`config.mk`:
```
export PLATFORM = sky130hd
export DESIGN_NAME = frac_lut_cell
export DESIGN_NICKNAME = d
export VERILOG_FILES = /design/src/rtl/flc_pkg.sv /design/src/rtl/flc_cfg_store.sv /design/src/rtl/flc_half_lut.sv /design/src/rtl/flc_lut_core.sv /design/src/rtl/flc_out_stage.sv /design/src/rtl/frac_lut_cell.sv
export SDC_FILE = /design/constraint.sdc
export NUM_CORES = 1
export LEC_CHECK = 0
export BUFFER_PORTS_ARGS = -buffer_cell sky130_fd_sc_hd__buf_2
export CORE_ASPECT_RATIO = 0.8
export CORE_MARGIN = 3
export CORE_UTILIZATION = 48
export CTS_CLUSTER_DIAMETER = 80
export CTS_CLUSTER_SIZE = 20
export DETAILED_ROUTE_END_ITERATION = 16
export GPL_TIMING_DRIVEN = 0
export PLACE_DENSITY_LB_ADDON = 0.25
export SYNTH_ARGS = -nofsm -noshare
export SYNTH_HDL_FRONTEND = slang
export SYNTH_HIERARCHICAL = 1
export SYNTH_SLANG_ARGS = --single-unit
```
`constraint.sdc`:
```
create_clock -name clk -period 1.7 [get_ports clk]
set_clock_uncertainty 0.1 [all_clocks]
set_input_delay 0.17 -clock clk [delete_from_list [all_inputs] [get_ports clk]]
set_output_delay 0.17 -clock clk [all_outputs]
set_load 0.02 [all_outputs]
```
`src/rtl/flc_pkg.sv`:
```
package flc_pkg;
  typedef enum logic {
    MODE_DUAL   = 1'b0,
    MODE_SINGLE = 1'b1
  } flc_mode_e;

  localparam int FLC_NOUT = 2;
endpackage

```
`src/rtl/flc_cfg_store.sv`:
```
module flc_cfg_store
  import flc_pkg::*;
#(
  parameter  int K    = 6,
  parameter  int NOUT = FLC_NOUT,
  localparam int TW   = 1 << K
) (
  input  logic            clk,
  input  logic            rst,
  input  logic            we,
  input  logic [TW-1:0]   wr_table,
  input  logic            wr_mode,
  input  logic [NOUT-1:0] wr_regsel,
  output logic [TW-1:0]   tbl,
  output flc_mode_e       mode,
  output logic [NOUT-1:0] regsel
);

  always_ff @(posedge clk) begin
    if (rst) begin
      tbl    <= '0;
      mode   <= MODE_DUAL;
      regsel <= '0;
    end else if (we) begin
      tbl    <= wr_table;
      mode   <= flc_mode_e'(wr_mode);
      regsel <= wr_regsel;
    end
  end

  AST_CFG_HOLD: assert property (@(posedge clk) disable iff (rst)
    !we |=> ($stable(tbl) && $stable(mode) && $stable(regsel)));

  AST_CFG_LOAD: assert property (@(posedge clk) disable iff (rst)
    we |=> (tbl == $past(wr_table) && regsel == $past(wr_regsel)));

endmodule

```
`src/rtl/flc_half_lut.sv`:
```
module flc_half_lut #(
  parameter  int HK = 5,
  localparam int HW = 1 << HK
) (
  input  logic [HW-1:0] tbl,
  input  logic [HK-1:0] addr,
  output logic          q
);
  assign q = tbl[addr];
endmodule

```
`src/rtl/flc_lut_core.sv`:
```
module flc_lut_core
  import flc_pkg::*;
#(
  parameter  int K  = 6,
  localparam int TW = 1 << K,
  localparam int HK = K - 1,
  localparam int HW = 1 << HK
) (
  input  logic [TW-1:0] tbl,
  input  flc_mode_e     mode,
  input  logic [K-1:0]  din,
  output logic [1:0]    res
);

  logic [1:0] half_q;

  for (genvar h = 0; h < 2; h++) begin : g_half
    flc_half_lut #(.HK(HK)) u_half (
      .tbl  (tbl[h*HW +: HW]),
      .addr (din[HK-1:0]),
      .q    (half_q[h])
    );
  end

  always_comb begin
    res[1] = half_q[1];
    if (mode == MODE_SINGLE && din[K-1]) res[0] = half_q[1];
    else                                 res[0] = half_q[0];
  end

endmodule

```
`src/rtl/flc_out_stage.sv`:
```
module flc_out_stage #(
  parameter int N = 2
) (
  input  logic         clk,
  input  logic         rst,
  input  logic [N-1:0] d,
  input  logic [N-1:0] sel,
  output logic [N-1:0] q
);

  logic [N-1:0] ff;

  for (genvar i = 0; i < N; i++) begin : g_out
    always_ff @(posedge clk) begin
      if (rst) ff[i] <= 1'b0;
      else     ff[i] <= d[i];
    end

    assign q[i] = sel[i] ? ff[i] : d[i];

    AST_REG_FOLLOWS: assert property (@(posedge clk) disable iff (rst)
      (!$past(rst) && sel[i]) |-> (q[i] == $past(d[i])));

    AST_COMB_PASS: assert property (@(posedge clk) disable iff (rst)
      !sel[i] |-> (q[i] == d[i]));
  end

endmodule

```
`src/rtl/frac_lut_cell.sv`:
```
module frac_lut_cell
  import flc_pkg::*;
#(
  parameter  int K  = 6,
  localparam int TW = 1 << K
) (
  input  logic          clk,
  input  logic          rst,
  input  logic          cfg_we,
  input  logic [TW-1:0] cfg_table,
  input  logic          cfg_mode,
  input  logic [1:0]    cfg_regsel,
  input  logic [K-1:0]  din,
  output logic [1:0]    dout
);

  logic [TW-1:0] tbl;
  flc_mode_e     mode;
  logic [1:0]    regsel;
  logic [1:0]    lut_res;

  flc_cfg_store #(.K(K), .NOUT(2)) u_cfg (
    .clk       (clk),
    .rst       (rst),
    .we        (cfg_we),
    .wr_table  (cfg_table),
    .wr_mode   (cfg_mode),
    .wr_regsel (cfg_regsel),
    .tbl       (tbl),
    .mode      (mode),
    .regsel    (regsel)
  );

  flc_lut_core #(.K(K)) u_core (
    .tbl  (tbl),
    .mode (mode),
    .din  (din),
    .res  (lut_res)
  );

  flc_out_stage #(.N(2)) u_out (
    .clk (clk),
    .rst (rst),
    .d   (lut_res),
    .sel (regsel),
    .q   (dout)
  );

  AST_SINGLE_UPPER: assert property (@(posedge clk) disable iff (rst)
    (mode == MODE_SINGLE && din[K-1]) |-> (lut_res[0] == lut_res[1]));

  AST_RESET_ZERO: assert property (@(posedge clk) disable iff (rst)
    $past(rst) |-> (dout == 2'b00));

endmodule

```
==> results.md <==
- Outcome: complete, but fails checks
- Failing checks: setup timing
- Area growth from synthesis to layout: 42.20%
- Gr usage total: 21.15%
- Worst hold path type: in2reg
- Synth Instances: between 300 and 400
- Largest net degree at the start of global routing: 11
- Final nets: 534
- Worst Max-Slew Pin Slew: ~0.47 ns
- Final min period: roughly 2.4 ns
- MaxCap Viol Count: 0
- Die height: about 79 microns
- CORE AREA: just over 6000 sq um
- #FFs+latches synth: 69
- Syn avg cell area: 10.29 sq um
- Final Hold Vio Count: 0
- Hold Path Depth: 3
- WHS Endpoint: u_cfg/regsel[0]
- TritonCTS Buffers: 9
- Wirelength per Cell: between 10 and 15 microns
- Pwr dens: approximately 800 nW/um^2
- Via count: ~2,700
- WL final: 7892 microns
- Worst setup EP type: output pin
- Max_slew headroom: a little under 70%
- Port bufs: 75
- Leakage: between 2 and 2.5 nW
- Critical R2R Launch: u_cfg/tbl[51]
- Post-DP HPWL: approximately 5200 microns
- Crit path kind: reg2out
- Die Wd: ~97 microns
- Layout cell share with drive strength beyond 1: 24.51%
- Critical Path AT: roughly 2.1 ns
- Pwr Total: ~3.6 mW
- CP Max Fanout: 2
- Critical-path cell list: mux2i_1 > a22oi_1 > nand4b_1 > a21oi_2 > a311o_1 > mux2_4 > mux2_4 > buf_6
- Final Worst Setup Slack: -0.6642 ns
- Final Max Tran Viols: 0
- Fill count: 460
- Ys Warns: 6
- Non-Filler Instances: 542
- Initial Utilization: around half
- RSZ-0062 raised after global routing: true
- Htree depth: 3
- Worst-case clock buffer depth: 2
- First-pass GRT wire length: 12,790 microns
- Sequential area share after synthesis: 43.71%
- Placer congestion estimate: approximately 0.82
- Critical path required time: approximately 1.4 ns
- CP max stage delay: ~0.35 ns
- Cell mode on critical path: mux2_4
- Drt drc: 0
- Peak Freq: around 0.42 GHz
- Post-synth ARST share: 0%
- Synth Net Count: around 380
- Initial antenna violation count: 0
- Final ANT Viol Nets: 0
- Hold_ws: slightly above 0.01 ns
- Startpoint types: register
- Post-synth top area cell: dfxtp_1
- Dominant synthesized flop cell: dfxtp_1
- TritonCTS clock tree: built
- Num rows: 25
- Top cells by area, synth: dfxtp_1 (44%), mux2i_1 (31%), nor2_1 (8.2%)
- R2r setup slk: roughly 0.03 ns
- Hold Crit Start: cfg_regsel[0]
- DIE AREA: 7600 sq um
- DR iter-0 viols: around 120
- Design Area, Final: approximately 4500 sq um
- Most common cell in the netlist: mux2i_1
- Post-synth EDFFs: 0
- Reg clk slew, reported paths: 0.07 ns
- I/O pins: between 70 and 80
- Multi-input logic area: approximately 1600 sq um
- DR pass1 iterations: 4
- Synth top area share: around 44%
- FF/Latch Area: around 1400 sq um
- Cells after DPL: 463
- Clock sinks: between 60 and 70
- Post-synth top cells: mux2i_1 (99), dfxtp_1 (69), nor2_1 (69)
- Via-per-instance ratio: 4.965
- Peak supply drop: about 600 uV
- Vias in the first global route: around 2,700
- Period utilization: 139.1%
- R2R cell count: 7
- Fin Setup TNS: -1.181 ns
- Latest clock arrival within the worst-skew pair: 0.34 ns
- Global route overflow: 0
- Clock Tree Root: clkbuf_8
- Area after DPL: between 3000 and 4000 sq um
- Number of distinct library cells after synthesis: 20
- Setup violators final: 2
- CP max-delay cell: a311o_1
- Antenna cells: 0
- Critical R2R Capture: u_out/ff[0]
- Cell Area, Synth: 3161 sq um
## placed cells by master, fill, tap and decap left out
cell type      count
clkinv_2           2
a311o_1            2
clkbuf_1           7
a21oi_1            5
buf_2             74
a22oi_1            8
clkbuf_8          11
buf_6              3
dfxtp_1           65
dfxtp_2            4
nor2_1            69
nand4b_1           2
buf_12             7
nor2b_1            4
nand2_1           13
nand3_1            4
a21oi_2            1
buf_4              5
dlygate4sd3_1     65
a211oi_1           2
and2b_1            2
mux2_4             3
mux2i_1           96
nand2b_1           2
mux2i_2            3
and2_1             2
## worst max path at each step
| stage | cells after the start | slack (ns) | start | endpoint |
|---|---|---|---|---|
| after detailed placement | 10 | -0.52 | din[1] | dout[0] |
| after global placement | 10 | -0.49 | din[1] | dout[0] |
| after global routing | 8 | -0.75 | u_cfg/tbl[51] | dout[0] |
| final | 8 | -0.66 | u_cfg/tbl[51] | dout[0] |
| after floorplan | 9 | -0.18 | din[1] | dout[0] |
| after CTS | 8 | -0.68 | u_cfg/tbl[27] | dout[0] |
## per-layer routing
metal	part of all wire (%)	routed length (microns)	GRT usage (%)
met1	46	3668	27.28
met4	0.71	56	5.189
met3	5.6	441	6.306
met5	0	0	0
met2	47	3725	34.85
## metrics by stage
step,setup WS [ns],util (%)
global route,-0.7515,73.31
floorplan,-0.1791,-
CTS,-0.6793,72.90
global placement,-0.4900,59.47
detailed placement,-0.5215,59.47
finish,-0.6642,73.31
## registers in the layout (all words and copies together), names as in the netlist
| register | count |
|---|---|
| u_cfg/regsel | 2 |
| u_cfg/tbl | 64 |
| u_out/ff | 2 |
| u_cfg/mode | 1 |
## power by group
| part | internal [mW] | switching (mW) |
|---|---|---|
| registers | 1.72 | 0.0514 |
| clock network | 0.588 | 0.567 |
| logic | 0.396 | 0.286 |
| total | 2.70 | 0.904 |
## logic make-up (layout without fill, tap and decap cells)
logic type,after synthesis,in the layout,synth area share [%]
compound gates,18,18,3.959
buf+inv,20,174,6.572
flops,69,69,43.71
simple gates,98,98,12.98
mux,102,102,32.78
## final cells by class
class / count / area share [%]
Tap cell: 81 / 2.255
Multi-Input combinational cell: 218 / 35.30
Sequential cell: 69 / 30.85
Clock buffer: 12 / 3.452
Buffer: 19 / 4.649
Clock inverter: 2 / 0.2227
Timing Repair Buffer: 141 / 23.27
## worst max-delay path: cells and delay by family (launching register included)
family / cells / cell delay (ns)
buf+inv: 1 / 0.13
mux: 3 / 0.68
compound gates: 3 / 0.49
simple gates: 1 / 0.12
flops: 1 / 0.32
## timing repair
item / in CTS / in global routing
endpoints found under the hold margin: 66 / 0
resized for setup: 3 / 9
setup endpoints to repair: 3 / 3
hold buffers: 65 / 0
buffers inserted: 0 / 1
pin swaps: 4 / 5
Power figures use the tool's default switching activity.
